`src/rtl/nrzi45_pkg.sv`:
```
package nrzi45_pkg;
  localparam int NIB_W   = 4;
  localparam int SYM_W   = 5;
  localparam int PAIRS   = NIB_W / 2;
  localparam int ACC_W   = NIB_W - 2;
  localparam int PAIR_CW = (PAIRS > 1) ? $clog2(PAIRS) : 1;
  localparam int SLOT_W  = $clog2(SYM_W);

  typedef logic [NIB_W-1:0]  nib_t;
  typedef logic [SYM_W-1:0]  sym_t;
  typedef logic [SLOT_W-1:0] slot_t;

  localparam sym_t IDLE_SYM  = 5'b11111;
  // Four zeros in a row never arise from data/idle words (at most 3),
  // so this word only lines up on a true boundary.
  localparam sym_t FRAME_SYM = 5'b10000;

  function automatic sym_t data_code(nib_t n);
    sym_t c;
    case (n)
      4'h0: c = 5'b11110;
      4'h1: c = 5'b01001;
      4'h2: c = 5'b10100;
      4'h3: c = 5'b10101;
      4'h4: c = 5'b01010;
      4'h5: c = 5'b01011;
      4'h6: c = 5'b01110;
      4'h7: c = 5'b01111;
      4'h8: c = 5'b10010;
      4'h9: c = 5'b10011;
      4'hA: c = 5'b10110;
      4'hB: c = 5'b10111;
      4'hC: c = 5'b11010;
      4'hD: c = 5'b11011;
      4'hE: c = 5'b11100;
      default: c = 5'b11101;
    endcase
    return c;
  endfunction
endpackage

```
`src/rtl/nrz45_pair_assembler.sv`:
```
module nrz45_pair_assembler
  import nrzi45_pkg::*;
(
  input  logic clk,
  input  logic rst_n,
  input  logic in_valid,
  input  logic in_a,
  input  logic in_b,
  output logic in_ready,
  input  logic take,
  output logic hold_valid,
  output nib_t hold_nib
);
  localparam logic [PAIR_CW-1:0] LAST_PAIR = PAIR_CW'(PAIRS - 1);

  logic [PAIR_CW-1:0] pair_cnt;
  logic [ACC_W-1:0]   acc, acc_next;
  logic               accept, completes;

  generate
    if (ACC_W > 2) begin : g_wide
      assign acc_next = {acc[ACC_W-3:0], in_a, in_b};
    end else begin : g_narrow
      assign acc_next = {in_a, in_b};
    end
  endgenerate

  assign completes = (pair_cnt == LAST_PAIR);
  // A final pair needs a free holding slot, or one freed at this edge.
  assign in_ready  = !completes || !hold_valid || take;
  assign accept    = in_valid && in_ready;

  always_ff @(posedge clk) begin
    if (!rst_n) begin
      pair_cnt   <= '0;
      acc        <= '0;
      hold_valid <= 1'b0;
      hold_nib   <= '0;
    end else begin
      if (take) hold_valid <= 1'b0;
      if (accept) begin
        if (completes) begin
          hold_nib   <= {acc, in_a, in_b};
          hold_valid <= 1'b1;
          pair_cnt   <= '0;
        end else begin
          acc      <= acc_next;
          pair_cnt <= pair_cnt + 1'b1;
        end
      end
    end
  end
endmodule

```
`src/rtl/nrz45_mapper.sv`:
```
module nrz45_mapper
  import nrzi45_pkg::*;
#(
  parameter nib_t FRAME_NIBBLE = 4'hF
)(
  input  logic hold_valid,
  input  nib_t hold_nib,
  output sym_t next_sym
);
  always_comb begin
    if (!hold_valid)                   next_sym = IDLE_SYM;
    else if (hold_nib == FRAME_NIBBLE) next_sym = FRAME_SYM;
    else                               next_sym = data_code(hold_nib);
  end
endmodule

```
`src/rtl/nrz45_serializer.sv`:
```
module nrz45_serializer
  import nrzi45_pkg::*;
(
  input  logic  clk,
  input  logic  rst_n,
  input  sym_t  next_sym,
  output logic  take,
  output logic  cur_bit,
  output slot_t slot,
  output sym_t  shreg,
  output logic  line_o
);
  localparam slot_t LAST_SLOT = SLOT_W'(SYM_W - 1);

  assign take    = (slot == LAST_SLOT);
  assign cur_bit = shreg[SYM_W-1];

  always_ff @(posedge clk) begin
    if (!rst_n) begin
      shreg  <= IDLE_SYM;
      slot   <= '0;
      line_o <= 1'b0;
    end else begin
      line_o <= line_o ^ cur_bit;
      if (take) begin
        shreg <= next_sym;
        slot  <= '0;
      end else begin
        shreg <= {shreg[SYM_W-2:0], 1'b0};
        slot  <= slot + 1'b1;
      end
    end
  end
endmodule

```
`src/rtl/nrzi45_stream_encoder.sv`:
```
module nrzi45_stream_encoder
  import nrzi45_pkg::*;
#(
  parameter nib_t FRAME_NIBBLE = 4'hF
)(
  input  logic clk,
  input  logic rst_n,
  input  logic in_valid,
  input  logic in_a,
  input  logic in_b,
  output logic in_ready,
  output logic line_o
);
  logic  take, hold_valid, cur_bit;
  nib_t  hold_nib;
  sym_t  next_sym, shreg;
  slot_t slot;

  nrz45_pair_assembler u_asm (
    .clk(clk), .rst_n(rst_n), .in_valid(in_valid), .in_a(in_a), .in_b(in_b),
    .in_ready(in_ready), .take(take), .hold_valid(hold_valid), .hold_nib(hold_nib)
  );

  nrz45_mapper #(.FRAME_NIBBLE(FRAME_NIBBLE)) u_map (
    .hold_valid(hold_valid), .hold_nib(hold_nib), .next_sym(next_sym)
  );

  nrz45_serializer u_ser (
    .clk(clk), .rst_n(rst_n), .next_sym(next_sym), .take(take),
    .cur_bit(cur_bit), .slot(slot), .shreg(shreg), .line_o(line_o)
  );
endmodule

```
`config.mk`:
```
export PLATFORM = sky130hd
export DESIGN_NAME = nrzi45_stream_encoder
export DESIGN_NICKNAME = d
export VERILOG_FILES = /design/src/rtl/nrzi45_pkg.sv /design/src/rtl/nrz45_pair_assembler.sv /design/src/rtl/nrz45_mapper.sv /design/src/rtl/nrz45_serializer.sv /design/src/rtl/nrzi45_stream_encoder.sv
export SDC_FILE = /design/constraint.sdc
export NUM_CORES = 1
export LEC_CHECK = 0
export BUFFER_PORTS_ARGS = -buffer_cell sky130_fd_sc_hd__buf_4
export CAP_MARGIN = 15
export CORE_MARGIN = 1.5
export CORE_UTILIZATION = 50
export CTS_CLUSTER_SIZE = 24
export DETAILED_ROUTE_END_ITERATION = 6
export PLACE_DENSITY = 0.71
export SKIP_CTS_REPAIR_TIMING = 1
export SLEW_MARGIN = 20
export SYNTH_ARGS = -nofsm -noshare
export SYNTH_HDL_FRONTEND = slang
export SYNTH_HIERARCHICAL = 1
export SYNTH_SLANG_ARGS = --single-unit
```
`constraint.sdc`:
```
create_clock -name clk -period 1.73 [get_ports clk]
set_input_delay 0.0865 -clock clk [delete_from_list [all_inputs] [get_ports clk]]
set_output_delay 0.0865 -clock clk [all_outputs]
set_load 0.02 [all_outputs]
```
Word level (Yosys, flattened, before mapping)
Memories as Yosys holds them, arrays and structs flattened. A register that Yosys moved wholly into a read port is not among the register bits.
Cells that the tools add are included.
Word-level totals
  bits in latches: 0
  memories kept: 1
  input port bits: 5
  ROM bits: 80
  bits in writable memories: 0
  register bits after elaboration: 17
  output and inout bits: 2
  word-level logic and storage cells: 32
Memories
  (no name shown): depth 16, bits a word 5, read ports 1, clocked after Yosys merged registers in 1, write ports 0, line nrzi45_pkg.sv:20  | case (n)
Cells by class
  reduce and logical (&&, ||, !) cells: 8
  div/mod/pow operators: 0
  shifts and indexed selects: 0
  add/subtract/negate cells: 2
  multiplexer cells: 9
  $mul: 0
  equality and inequality tests: 2
  bitwise logic cells: 3
  $lt $le $gt $ge: 0
Operators by type and width (number)
  2-to-1 mux 5 bit: 3
  2-to-1 mux 4 bit: 2
  equality test 4 bit, second input constant: 1
  2-to-1 mux 1 bit: 4
  AND reduction 2 bit: 2
  adder 3 x 1 -> 3 bit, second input constant: 1
  equality test 3 bit, second input constant: 1
  logical NOT 1 bit: 2
  logical OR 1 bit: 2
  NOT 1 bit: 2
  OR reduction 2 bit: 1
  adder 1 bit, second input constant: 1
  logical AND 1 bit: 1
  bitwise XOR 1 bit: 1

Logic depth before layout (Yosys ltp)
  word-level depth: 7
  gate-level depth with buffers: 7
  depth with buffers taken out: 7

Hierarchy
Netlist, hierarchy kept.
By module, submodules not included
  nrz45_serializer: seq. area each 180.2 um^2, area each 369.1 um^2, cells an instance 39, instances 1
  nrz45_pair_assembler: seq. area each 160.2 um^2, area each 327.8 um^2, cells an instance 33, instances 1
  nrz45_mapper: seq. area each 0.0 um^2, area each 86.3 um^2, cells an instance 18, instances 1

Worst setup path after synthesis
Ideal clock, no wire load.
  kind: register to register
  start: reg u_ser.slot[0]
  end: reg u_asm.hold_nib[0]
  stages on the path, launching flop included: 8
  setup slack: 0.477 ns
  library setup time: 0.072 ns
  data required time: 1.658 ns
  clock period less this slack: 1.253 ns
  arrival: 1.181 ns
  path buffers: 0
  cell sequence: dfxtp_1 -> inv_1 -> ha_1 -> nand2_2 -> inv_2 -> nor2b_4 -> nor2_4 -> mux2i_1
On the way
  longest elaborated chain between the ends: 4
RTL lines
  from (decl): line nrz45_serializer.sv:9  | output slot_t slot,
  from (signal assigned): line nrz45_serializer.sv:30  | slot <= slot + 1'b1;
  equality test 3 bit: line nrz45_serializer.sv:15  | assign take = (slot == LAST_SLOT);
  named net take: line nrzi45_stream_encoder.sv:14  | logic take, hold_valid, cur_bit;
  logical OR 1 bit: line nrz45_pair_assembler.sv:30  | assign in_ready = !completes || !hold_valid || take;
  logical AND 1 bit: line nrz45_pair_assembler.sv:31  | assign accept = in_valid && in_ready;
  AND reduction 2 bit (no line)
  to (signal assigned): line nrz45_pair_assembler.sv:43  | hold_nib <= {acc, in_a, in_b};
  to (decl): line nrz45_pair_assembler.sv:12  | output nib_t hold_nib
The timed path passes the listed nets, and every way through them passes these cells.
A chain may end at the register's enable or synchronous reset.

Final worst setup path
  start: reg u_ser.slot[0]
  end: out in_ready
On the way
  longest elaborated chain between the ends: 2
RTL lines
  equality test 3 bit: line nrz45_serializer.sv:15
  named net take: line nrzi45_stream_encoder.sv:14
  logical OR 1 bit: line nrz45_pair_assembler.sv:30
  to (decl): line nrzi45_stream_encoder.sv:11  | output logic in_ready,
The timed path passes the listed nets, and every way through them passes these cells.

==> qor.txt <==
DP Cell Count -> 108
via count -> 580
critical path type -> flop to output port
drt via density -> 5.18
startpoint types -> flop
Die H -> 42.4 um
CP Capture Type -> output port
fin crit share -> 0.893
final non-filler cell area -> 847 um^2
Clk pwr share -> 0.286
Detailed Routing Iterations Pass 1 -> 4
unrepaired setup endpoints after global routing -> no
Comb power frac -> 0.130
Leak Pwr -> 0.346 nW
multi-input logic area -> 384 um^2
core area -> 1470 um^2
grt ovf -> 0
internal power -> 0.549 mW
Post-Syn Area -> 776 um^2
max-cap violations -> 0
Final Hold Fails -> 0
full die area -> 1800 um^2
clock root buffer -> clkbuf_4
Fin Clk Skew -> 0.00757 ns
TritonCTS clock tree -> built
synthesized area per cell -> 8.72 um^2
relative slew slack -> 0.823
Post-Syn Nets -> 96
Mapped Cells -> 89
GR Util All Layers -> 0.162
clock sink count -> 17
GP Congestion -> 0.717
number of remaining DRC errors -> 0
sequential power share -> 0.584
Port Buffers -> 6
CTS H-tree depth -> 1
Worst Tran Pin Value -> 0.265 ns
NetSw -> 0.197 mW
Rows -> 14
slowest CP cell -> dfxtp_1
antenna-violating nets left -> 0
Final Instance Count excl. Fillers -> 112
most frequent cells in the layout -> dfxtp_1, nand2_1, nand3_1
initial antenna violation count -> 0
Buf+Inv Stages, Crit Path -> 3
Die Wd -> 42.4 um
worst path required time -> 1.64 ns
sequential cell area -> 340 um^2
area delta synth->final -> 9.19%
diode count -> 0
Final TNS setup -> 0 ns
VDD IR-drop max -> 637 uV
Post-layout nets -> 104
CP max FO -> 7
worst hold margin -> 0.0552 ns
fin crit period -> 1.54 ns
dpl hpwl -> 911 um
first-pass GRT wire length -> 2090 um
share of cells above drive strength 1 -> 0.188
# IOs -> 7
CP Data Arrival Time -> 1.46 ns
largest net degree at the start of global routing -> 23
Switching Fraction -> 0.264
Worst path max stage delay -> 0.35 ns
commonest non-fill, non-tap cell in the layout -> dfxtp_1
placed cell area -> 817 um^2
Tot Pwr -> 0.746 mW
status -> complete, no violations
Final Max Slew Viols -> 0
Detailed Route WL -> 1300 um
warnings from Yosys -> 6
Filler Cells Inserted -> 141
initial DRC count -> 5
Crit path max-delay family -> flip-flops
Final Setup Violations -> 0
detailed-route wire length per cell -> 11.6 um
Power Density -> 881 nW/um^2
TritonCTS Buffers -> 3
highest clock rate -> 647 MHz
type of the most critical hold path -> input port to flop
vias in the first global route -> 499
critical-path cell list -> inv_1, ha_2, nand2_2, inv_2, nor2b_4, nand2_1, buf_4
clk buf depth -> 2
Initial Util -> 0.527
clk_lat worst skew -> 0.29 ns
clk slew on worst S/H paths -> 0.10 ns
## worst reg2reg max path, delay by kind of cell, from the launching register on
family,cells,cell delay (ns)
fa+ha+maj,1,0.24
mux,1,0.23
simple gates,3,0.35
flops,1,0.33
buf+inv,2,0.19
## power by group through the flow
stage | combinational (mW) | sequential (mW) | clock, mW
3_5_place_dp | 0.0957 | 0.445 | 0
4_1_cts | 0.0964 | 0.436 | 0.220
5_1_grt | 0.108 | 0.439 | 0.240
3_3_place_gp | 0.0934 | 0.444 | 0
2_1_floorplan | 0.0725 | 0.443 | 0
6_report | 0.0968 | 0.436 | 0.213
## flip-flops by register name, indices dropped and copies added, names as in the netlist
signal            flops
u_ser/shreg           5
u_ser/line_o          1
u_asm/acc             2
u_asm/hold_nib        4
u_asm/completes       1
u_asm/hold_valid      1
u_ser/slot            3
## through the flow
| step | worst slack (ns) | util |
|---|---|---|
| finish | 0.185 | 0.576 |
| global route | 0.0633 | 0.576 |
| CTS | 0.0949 | 0.574 |
| detailed placement | 0.325 | 0.555 |
| global placement | 0.382 | 0.555 |
| floorplan | 0.477 | - |
## per-layer routing
layer	global-route usage	routed length [um]	up-vias
li1	-	-	312
met1	0.200	679	259
met2	0.246	570	7
met3	0.0388	32	2
met4	0.113	15	0
met5	0	0	-
## final timing paths
path                               startpoint                 to  slack (ns)  depth (start not counted)
worst min-delay path                     in_a  u_asm/hold_nib[1]        0.06                          3
worst min register to register   u_asm/acc[1]  u_asm/hold_nib[3]        0.47                          2
worst max register to register  u_ser/slot[0]  u_asm/hold_nib[0]        0.32                          7
worst max-delay path            u_ser/slot[0]           in_ready        0.19                          7
## cell type report
cell class,count,share of cell area
inverter,8,0.0355
clock inverter,1,0.00591
clock buffer,3,0.0266
timing repair buffer,6,0.0532
tap,16,0.0236
sequential,17,0.402
multi-input combinational,61,0.453
Note: power is estimated with default switching activity, not from simulation.
